`src/rtl/usr_pkg.sv`:
```
package usr_pkg;
    typedef enum logic [2:0] {
        OP_CLEAR,
        OP_HOLD,
        OP_SHR,
        OP_SHL,
        OP_LOAD
    } op_e;

    localparam logic [1:0] SEL_HOLD = 2'b00;
    localparam logic [1:0] SEL_SHR  = 2'b01;
    localparam logic [1:0] SEL_SHL  = 2'b10;
    localparam logic [1:0] SEL_LOAD = 2'b11;
endpackage

```
`src/rtl/usr_op_decode.sv`:
```
module usr_op_decode
    import usr_pkg::*;
(
    input  logic       srst_n,
    input  logic [1:0] sel,
    output op_e        op
);
    always_comb begin
        if (!srst_n) begin
            op = OP_CLEAR;
        end else begin
            unique case (sel)
                SEL_HOLD: op = OP_HOLD;
                SEL_SHR:  op = OP_SHR;
                SEL_SHL:  op = OP_SHL;
                default:  op = OP_LOAD;
            endcase
        end
    end
endmodule

```
`src/rtl/usr_next_value.sv`:
```
module usr_next_value
    import usr_pkg::*;
#(
    parameter int W = 8
) (
    input  op_e          op,
    input  logic [W-1:0] cur,
    input  logic         ser_lo,
    input  logic         ser_hi,
    input  logic [W-1:0] load_val,
    output logic [W-1:0] nxt
);
    localparam int MSB = W - 1;

    always_comb begin
        unique case (op)
            OP_CLEAR: nxt = '0;
            OP_HOLD:  nxt = cur;
            OP_SHR:   nxt = {cur[MSB-1:0], ser_lo};
            OP_SHL:   nxt = {ser_hi, cur[MSB:1]};
            OP_LOAD:  nxt = load_val;
            default:  nxt = cur;
        endcase
    end
endmodule

```
`src/rtl/usr_oe_ctrl.sv`:
```
module usr_oe_ctrl
    import usr_pkg::*;
(
    input  logic       oe_a_n,
    input  logic       oe_b_n,
    input  logic [1:0] sel,
    output logic       drive_en
);
    logic load_sel;

    always_comb begin
        load_sel = (sel == SEL_LOAD);
        drive_en = !oe_a_n && !oe_b_n && !load_sel;
    end
endmodule

```
`src/rtl/usr_shreg_top.sv`:
```
module usr_shreg_top
    import usr_pkg::*;
#(
    parameter int W = 8
) (
    input  logic         clk,
    input  logic         srst_n,
    input  logic [1:0]   sel,
    input  logic         ser_in_lo,
    input  logic         ser_in_hi,
    input  logic         oe_a_n,
    input  logic         oe_b_n,
    input  logic [W-1:0] par_in,
    output logic [W-1:0] par_out,
    output logic         par_oe,
    output logic         ser_out_lo,
    output logic         ser_out_hi
);
    localparam int MSB = W - 1;

    op_e          op;
    logic [W-1:0] q_r;
    logic [W-1:0] q_nxt;
    logic         drive_en;

    usr_op_decode u_dec (
        .srst_n (srst_n),
        .sel    (sel),
        .op     (op)
    );

    usr_next_value #(.W(W)) u_nxt (
        .op       (op),
        .cur      (q_r),
        .ser_lo   (ser_in_lo),
        .ser_hi   (ser_in_hi),
        .load_val (par_in),
        .nxt      (q_nxt)
    );

    usr_oe_ctrl u_oe (
        .oe_a_n   (oe_a_n),
        .oe_b_n   (oe_b_n),
        .sel      (sel),
        .drive_en (drive_en)
    );

    always_ff @(posedge clk) begin
        q_r <= q_nxt;
    end

    always_comb begin
        par_out    = q_r;
        par_oe     = drive_en;
        ser_out_lo = q_r[0];
        ser_out_hi = q_r[MSB];
    end

    // clear wins over any select
    a_r1_clear: assert property (@(posedge clk)
        !srst_n |=> (q_r == '0));


    a_r2_hold: assert property (@(posedge clk) disable iff (!srst_n)
        (sel == SEL_HOLD) |=> $stable(q_r));


    a_r3_shift_up: assert property (@(posedge clk) disable iff (!srst_n)
        (sel == SEL_SHR) |=> (q_r == {$past(q_r[MSB-1:0]), $past(ser_in_lo)}));


    a_r4_shift_down: assert property (@(posedge clk) disable iff (!srst_n)
        (sel == SEL_SHL) |=> (q_r == {$past(ser_in_hi), $past(q_r[MSB:1])}));


    a_r5_load: assert property (@(posedge clk) disable iff (!srst_n)
        (sel == SEL_LOAD) |=> (q_r == $past(par_in)));


    a_r7_off_in_load: assert property (@(posedge clk) disable iff (!srst_n)
        (sel == SEL_LOAD) |-> !par_oe);

    a_r7_off_by_enable: assert property (@(posedge clk) disable iff (!srst_n)
        (oe_a_n || oe_b_n) |-> !par_oe);


    a_r8_serial_ends: assert property (@(posedge clk) disable iff (!srst_n)
        (ser_out_lo == par_out[0]) && (ser_out_hi == par_out[MSB]));
endmodule

```
`config.mk`:
```
export PLATFORM = sky130hd
export DESIGN_NAME = usr_shreg_top
export DESIGN_NICKNAME = d
export VERILOG_FILES = /design/src/rtl/usr_pkg.sv /design/src/rtl/usr_op_decode.sv /design/src/rtl/usr_next_value.sv /design/src/rtl/usr_oe_ctrl.sv /design/src/rtl/usr_shreg_top.sv
export SDC_FILE = /design/constraint.sdc
export NUM_CORES = 1
export LEC_CHECK = 0
export BUFFER_PORTS_ARGS = -buffer_cell sky130_fd_sc_hd__buf_4
export CAP_MARGIN = 15
export CORE_AREA = 2 2 39 41
export DETAILED_ROUTE_END_ITERATION = 10
export DIE_AREA = 0 0 41 43
export GPL_TIMING_DRIVEN = 0
export PLACE_DENSITY = 0.79
export SLEW_MARGIN = 20
export SYNTH_ARGS = -nofsm -noshare
export SYNTH_HDL_FRONTEND = slang
export SYNTH_HIERARCHICAL = 1
export SYNTH_SLANG_ARGS = --single-unit
```
`constraint.sdc`:
```
create_clock -name clk -period 1.7 [get_ports clk]
set_input_delay 0.34 -clock clk [delete_from_list [all_inputs] [get_ports clk]]
set_output_delay 0.34 -clock clk [all_outputs]
set_load 0.01 [all_outputs]
```
==> metrics list, run 1 <==
- Outcome: finished, final reports clean
- The share of total power dissipated in sequential elements is ~40%.
- First-pass GRT wire length: 2190 um
- Congestion Overflow GR: 0
- The register with the most flip-flops in the layout has 8 of them.
- In the final layout, the share of cells above drive strength 1 is 42.3%.
* Post-Synthesis Net Count: 87
- Synth top area share: 28.1%
* Clock Sink Count: 8
- In this run the post-CTS setup repair buffer count came out at 0.
- The area growth from synthesis to layout is 41.8%.
* FP Rows: 14
* Worst Setup End Kind: flip-flop
- At the later pin of the worst-skew pair, clock insertion delay measures 0.25 ns.
* DR WL/cell: 12.9 um
- Arrival time worst endpoint: 1.60 ns
* Largest net degree at the start of global routing: 11
- Dividing the detail-routed via count by the number of cells gives 5.66.
- The detailed router placed 640 vias in this run.
- The most common cell in the synthesized netlist is a21oi_1.
- Placed Cells incl. Taps: 110
- TritonCTS built the clock tree.
- After legalization and detailed placement, the total HPWL measured 1080 um.
- Finished Core Util: 58.3%
* Placeable core area: approximately 0.0014 mm2
- Of the total power, the share spent switching nets is 31.4%.
- For the pin with the worst max-slew slack, the measured transition is 0.281 ns.
* Final weighted congestion in routability-driven placement: 0.796
* Most area-consuming cells after synthesis: dfxtp_1, a21oi_1, o2bb2ai_1
- In the routed design, unresolved DRC markers number 0.
- Max-cap violations: 0
* Avg Synthesized Cell Area: roughly 8.4 um2
* Number of nets at the end of the flow: 118
* Share of synthesized registers carrying an async set or reset: 0%
* Post-Route WL: roughly 1500 um
- 27 I/O pins were placed.
* Instance count of the mapped netlist: 68
- Once the floorplan was initialized, standard cells occupied 41.1% of the core.
- Footprint of the flip-flops and latches: approximately 160 um2
- Fraction of the yosys area taken by sequential cells: 28.1%
- For this run, the number of Yosys warnings is 6.
- Post-synthesis register bit count: 8
* Clock share of power: 23.9%
- Synth top cells by count: a21oi_1, dfxtp_1, o21ai_0, o22ai_1, o2bb2ai_1
- The smallest clock period supported by the final layout is computed as 1.46 ns.
- The clock arrives with about 0.0036 ns of skew.
* Path class of the lowest-slack min-delay path: in -> reg
- RSZ-0062 raised after global routing: false
- The analysis attributes to cell leakage a power of between 0.3 and 0.4 nW.
* Data required time of the critical path: around 1.8 ns
- Via count of the first global-routing pass: 582
* Maximum fanout encountered on the critical timing path: 10
- Final clock period utilization by the worst path: 85.7%
- Max Clock Freq: between 600 and 700 MHz
- The floorplan step defined a die boundary enclosing 0.00176 mm2.
- Internal power summed over all cells: 0.000419 W
- Final Hold Violating Endpoints: 0
- 0 antenna diodes ended up in the layout.
- Post-synth top flop: dfxtp_1
* Setup TNS after final layout: 0 ns
* Count of port buffers added during placement: 26
- Number of flops mapped to enable cells by yosys: 0
- From bottom edge to top edge, the die measures 43 um.
* Number of buffers created by CTS: 3
- Root Driver: clkbuf_4
- For this design the total switching power over the nets is 0.000192 W.
* Kind of critical path: in -> reg
- Maximum level of the CTS H-tree: 1
* Cell taking the most area after synthesis: dfxtp_1
- Remaining antenna violation count after routing: 0
- Max-slew headroom: between 80% and 90%
- # hold bufs at CTS: 0
- Combinational fraction of design power: a little over a third
- Across every metal layer, demand over resource in global routing totals 18.1%.
- The first routing iteration left 9 violations.
- Fill cells in the final layout number ~140.
- Clk pin slew, worst setup/hold paths: 0.06 ns
- Maximum resistive drop on vdd: about 400 uV
- Pins over their slew limit: 0
- Clock Path Buffers: 2
- The cell area that synthesis handed to floorplanning was ~570 um2.
- Cell Pwr Density: 757 mW/mm2
- Final std cells w/o fill: 113
* Initial antenna violation count: 0
* Startpoint type of the worst setup path: input port
- Setup-violating endpoint count in the final report: 0
- Die Width: 41 um
- After synthesis, the netlist uses 17 different library cells.
- Post-CTS repair changed the size of 0 cells.
- Total area of multi-input combinational cells: 337 um2
- The first TritonRoute pass finished after 6 iterations.
metrics by stage:
stage / setup WS [ns] / instance area, um2 / total power [W] / hold slack, ns
after floorplan: 0.227 / 569 / 0.000370 / 0.547
after global placement: 0.0568 / 785 / 0.000461 / 0.546
after detailed placement: 0.00395 / 785 / 0.000468 / 0.553
after CTS: 0.274 / 807 / 0.000614 / 0.394
after global routing: 0.170 / 807 / 0.000653 / 0.392
final: 0.244 / 807 / 0.000611 / 0.410
metal layers:
metal / global-route usage, % / vias to the layer above / share of wire, %
met5: 0 / - / 0
li1: - / 320 / -
met2: 28.7 / 34 / 49
met4: 10.0 / 0 / 0.82
met1: 20.4 / 282 / 41
met3: 5.24 / 4 / 9.3
worst max-delay path, stage by stage:
cell and delay [ns]:
buf_4 0.10, inv_1 0.05, ha_1 0.28, and2_1 0.13
buf_4 0.16, buf_6 0.14, o21ai_0 0.19, o2bb2ai_1 0.17
a21oi_2 0.04
power groups by stage:
stage	combinational (W)	sequential, W	clock (W)
3_3_place_gp	0.000216	0.000245	0
3_5_place_dp	0.000222	0.000246	0
5_1_grt	0.000242	0.000246	0.000165
2_1_floorplan	0.000118	0.000252	0
4_1_cts	0.000222	0.000242	0.000151
6_report	0.000222	0.000243	0.000146
final cells by class:
type | instances | share of cell area, %
Multi-Input combinational cell | 50 | 41.7
Inverter | 2 | 0.930
Tap cell | 16 | 2.48
Buffer | 8 | 8.06
Sequential cell | 8 | 19.8
Timing Repair Buffer | 26 | 24.2
Clock buffer | 3 | 2.79
cell families after synthesis:
logic type	Yosys count	synth area share, %
DFF	8	28.1
buffers and inverters	10	12.7
and+or+nand+nor	6	6.81
AOI/OAI and AO/OA	41	45.7
adders and majority gates	3	6.59
path summary, 6_finish.rpt:
path / startpoint / endpoint / slack, ns / depth (start not counted)
min reg2reg: par_out[5]$_DFF_P_ / par_out[5]$_DFF_P_ / 0.56 / 2
max: sel[0] / par_out[0]$_DFF_P_ / 0.24 / 9
max reg2reg: par_out[6]$_DFF_P_ / par_out[7]$_DFF_P_ / 0.88 / 3
min: ser_in_hi / par_out[7]$_DFF_P_ / 0.41 / 3
cells in the final DEF, fill, tap and decap left out:
cell type  count
ha_1           3
and2_1         2
clkbuf_4       3
buf_6          2
nor2_1         1
a21oi_2        2
o2bb2ai_1      8
nand2_1        1
inv_1          2
o21ai_0        8
dfxtp_1        8
buf_2          1
a21oi_1       14
a211oi_2       1
nor3b_2        1
buf_4         31
nand2b_1       1
o22ai_1        8
Note: power is estimated with default switching activity, not from simulation.
==> run 2, diff against run 1 <==
--- a/config.mk
+++ b/config.mk
@@ -11,9 +11,8 @@
 export DETAILED_ROUTE_END_ITERATION = 10
 export DIE_AREA = 0 0 41 43
 export GPL_TIMING_DRIVEN = 0
-export PLACE_DENSITY = 0.79
+export PLACE_DENSITY = 0.75
 export SLEW_MARGIN = 20
 export SYNTH_ARGS = -nofsm -noshare
 export SYNTH_HDL_FRONTEND = slang
-export SYNTH_HIERARCHICAL = 1
 export SYNTH_SLANG_ARGS = --single-unit
==> run 2 against run 1 <==
Against the previous run:
- via count is 28% lower
- combinational power is 26% lower
- count of clock-buffer cells in the layout did not move
- final area fell by 4.7%
- setup slack got worse by 0.14 ns
- die area is the same
- area after synthesis down 7.9%
- synthesized cell count is 37% lower
- sequential share of layout area rose by 11 points
- register-to-register slack lost 0.14 ns
- largest cell class is now registers
==> metrics list, run 2 <==
- Outcome: finished, final reports clean
- The area share of the leading cell type in the synthesized netlist is 45.8% (+18 points).
* Avg Synthesized Cell Area: 12.2 um2 (+46%)
* Sequential Power Share: 46.7% (+7.0 points)
- Path class of the lowest-slack min-delay path: in -> reg
- Number of flops mapped to enable cells by yosys: 8 (+8)
- Post-Synthesis Net Count: 63 (-28%)
- Final clock period utilization by the worst path: 94.0% (+8.3 points)
* RSZ-0062 raised after global routing: false
- The instance area after placement came to 747 um2 (-4.8%).
- Root Driver: clkbuf_4
- The number of hold-repair buffers added at the cts stage was 0 (unchanged).
- Switching share of power: 25.8% (-5.6 points)
- Die area: 0.00176 mm2 (unchanged)
- Placeable core area: 0.00138 mm2 (unchanged)
- The residual DRC count came to 0 (unchanged).
* Grt peak-use layer: met2
* Overall fraction of global-route tracks in use: 15.3% (-2.8 points)
- Maximum fanout encountered on the critical timing path: 8 (-2)
* Cell Pwr Density: 734 mW/mm2 (-3.0%)
- The register bit count reported by yosys is 8 (unchanged).
- Post-detailed-placement half-perimeter wirelength: 904 um (-16%)
- Yosys warning count: 0 (-6)
- Final weighted congestion in routability-driven placement: 0.709 (-11%)
- edfxtp_1 takes more of the synthesized area than any other cell.
* Synth top cells by count: a22oi_1, edfxtp_1, o2bb2ai_1, ha_1, inv_1
- The post-route minimum period came to 1.60 ns (+0.141 ns).
- The worst ir drop on vdd is 373 uV (-6.8%).
* Most common cell after layout, fill and taps aside: buf_4
- The height of the die is 43 um (unchanged).
- The via density per instance came to 5.25 (-7.3%).
- Switching power summed over all nets: 0.000146 W (-24%)
- The per-cell routed wire length was 13.0 um (+0.26%).
- The utilization of the core after routing came to 55.6% (-2.7 points).
- Most area-consuming cells after synthesis: edfxtp_1, o2bb2ai_1, a22oi_1
* Clock Path Buffers: 2 (unchanged)
* Resized Gates After CTS: 0 (unchanged)
- Number of buffers created by CTS: 3 (unchanged)
* Clock share of power: 24.1% (+0.2 points)
- Post-Route Skew: 0.00440 ns (+0.000751 ns)
- Hold slack: 0.377 ns (-0.0328 ns)
* Instance count of the mapped netlist: 43 (-37%)
- Max Clock Freq: 626 MHz (-8.8%)
- Via count: 462 (-28%)
* Initial antenna violation count: 0 (unchanged)
* Remaining antenna violation count after routing: 0 (unchanged)
- The number of filler instances in the final layout came to 119 (-14%).
- The distinct cell type count after synthesis was 15 (-2).
- Count of port buffers added during placement: 26 (unchanged)
- Combinational fraction of design power: 29.2% (-7.1 points)
- Drt initial violations: 15 (+6)
- The worst hold path terminates at par_out[7]$_DFFE_PP_.
- Fraction of the yosys area taken by sequential cells: 45.8% (+18 points)
* Final std cell area, no fill: 769 um2 (-4.7%)
* Number of detailed-routing iterations run before antenna repair: 4 (-2)
* FP Rows: 14 (unchanged)
- The share of layout cells above drive strength 1 came to 50.0% (+7.7 points).
- The number of nets in the layout was 94 (-20%).
- Placed Cells incl. Taps: 85 (-23%)
- Worst Setup End Kind: flip-flop
- Most used cells in the layout excluding fill and tap cells: buf_4, a22oi_1, o2bb2ai_1, edfxtp_1, ha_1
* Post-CTS setup buffer count: 0 (unchanged)
- Met3 Usage GRT: 5.76% (+0.52 points)
- The cell count of the worst hold path came to 2 (-1).
* Source of the worst hold timing path: ser_in_hi
- The worst-case reg-to-reg path depth is 2 (-1).
- Post-synth top flop: edfxtp_1
- Met2 Use GR: 22.5% (-6.2 points)
* Overall Power: 0.000565 W (-7.5%)
- Startpoint type of the worst setup path: input port
- Area Growth Syn to Fin: 46.8%
* Post-Synthesis Cell Area: 524 um2 (-7.9%)
- Max FFs per register: 8 (unchanged)
- The wire length of the first global-routing pass was 1730 um (-21%).
* Skew-Pair Late Insertion Delay: 0.25 ns (about the same)
- Pins over their slew limit: 0 (unchanged)
- The data arrival time of the critical path was 1.47 ns (-0.13 ns).
- Setup-violating endpoint count in the final report: 0 (unchanged)
- Pin slew with the least headroom to its limit: 0.716 ns (+0.435 ns)
- The maximum number of pins on one net before global-route repair is 11 (unchanged).
- Endpoint of the worst register-to-register path: par_out[3]$_DFFE_PP_
* Kind of critical path: in -> reg
* Leakage Power: 0.349 nW (-3.0%)
- Register-to-register setup slack: 0.74 ns (-0.14 ns)
- The total grt overflow is 0 (unchanged).
* Met1 global-route usage: 16.4% (-3.9 points)
- The clock-pin slew of the registers on the worst-case setup and hold paths came to 0.05 ns (about the same).
- The worst-case headroom to the max-slew limit is 52.2% (-29 points).
- In this run the critical register-to-register path is launched from par_out[2]$_DFFE_PP_.
- Internal power summed over all cells: 0.000419 W (about the same)
- The number of primary I/O pins came to 27 (unchanged).
- N_diodes: 0 (unchanged)
* Clock Sink Count: 8 (unchanged)
- Clock tree from TritonCTS: yes
* Max-cap violations: 0 (unchanged)
- Data required time of the critical path: 1.57 ns (-0.27 ns)
- The H-tree depth reported by CTS was 1 (unchanged).
* Final std cells w/o fill: 88 (-22%)
- Share of synthesized registers carrying an async set or reset: 0% (unchanged)
- The wire length reported by the detailed router was 1140 um (-22%).
- Die Width: 41 um (unchanged)
* Via count of the first global-routing pass: 424 (-27%)
* Final Hold Violating Endpoints: 0 (unchanged)
* Starting Density: 37.9% (-3.3 points)
## run 2: cell count changes after synthesis, moves of 2 or more
| cell | before | now |
|---|---|---|
| a21oi_1 | 14 | 0 |
| and2_1 | 2 | 0 |
| a22oi_1 | 0 | 8 |
| a21oi_2 | 2 | 0 |
| edfxtp_1 | 0 | 8 |
| o21ai_0 | 8 | 0 |
| o22ai_1 | 8 | 0 |
| buf_4 | 5 | 2 |
| dfxtp_1 | 8 | 0 |
## run 2: area by class of cell
class | count | area, um2 | share of cell area [%]
plain buffers | 5 | 42.5 | 5.53
clock buffers | 3 | 22.5 | 2.93
inverters | 3 | 11.3 | 1.46
multi-input cells | 27 | 238 | 30.9
flip-flops and latches | 8 | 240 | 31.2
well taps | 16 | 20.0 | 2.60
repair buffers | 26 | 195 | 25.4
## run 2: through the flow
| stage | worst slack, ns | TNS, ns |
|---|---|---|
| floorplan | 0.0923 | 0 |
| global placement | -0.167 | -1.78 |
| detailed placement | -0.155 | -1.73 |
| CTS | 0.0954 | 0 |
| global route | 0.000894 | 0 |
| finish | 0.103 | 0 |
## run 2: power by group through the flow
stage	sequential, W	clock [W]	combinational (W)
6_report	0.000264	0.000136	0.000165
5_1_grt	0.000267	0.000149	0.000179
4_1_cts	0.000264	0.000140	0.000167
3_5_place_dp	0.000267	0	0.000166
3_3_place_gp	0.000267	0	0.000164
2_1_floorplan	0.000274	0	0.0000724
## run 2: per-layer routing
metal  part of all wire, %  wire (um)
met5                     0          0
met1                    37        424
met4                   2.7         31
met2                    49        562
met3                    11        121
## run 2: kinds of logic (layout without fill, tap and decap cells)
group,Yosys count,count (layout),synth area share (%)
AOI/OAI and AO/OA,17,17,26.5
DFF,8,8,45.8
buffers and inverters,8,37,10.3
and+or+nand+nor,6,6,7.87
adders and majority gates,4,4,9.55
## run 2: worst max path at each step
| stage | start | endpoint | slack, ns | cells after the start |
|---|---|---|---|---|
| after global routing | sel[0] | par_out[6]$_DFFE_PP_ | 0.0009 | 4 |
| after global placement | sel[0] | par_out[0]$_DFFE_PP_ | -0.17 | 4 |
| final | sel[0] | par_out[6]$_DFFE_PP_ | 0.10 | 4 |
| after floorplan | sel[0] | par_out[0]$_DFFE_PP_ | 0.09 | 3 |
| after CTS | sel[0] | par_out[6]$_DFFE_PP_ | 0.1 | 4 |
| after detailed placement | sel[0] | par_out[7]$_DFFE_PP_ | -0.15 | 4 |
## run 2: critical path: stages
cell	delay (ns)
buf_4	0.09
inv_1	0.05
ha_1	0.33
o311ai_2	0.66
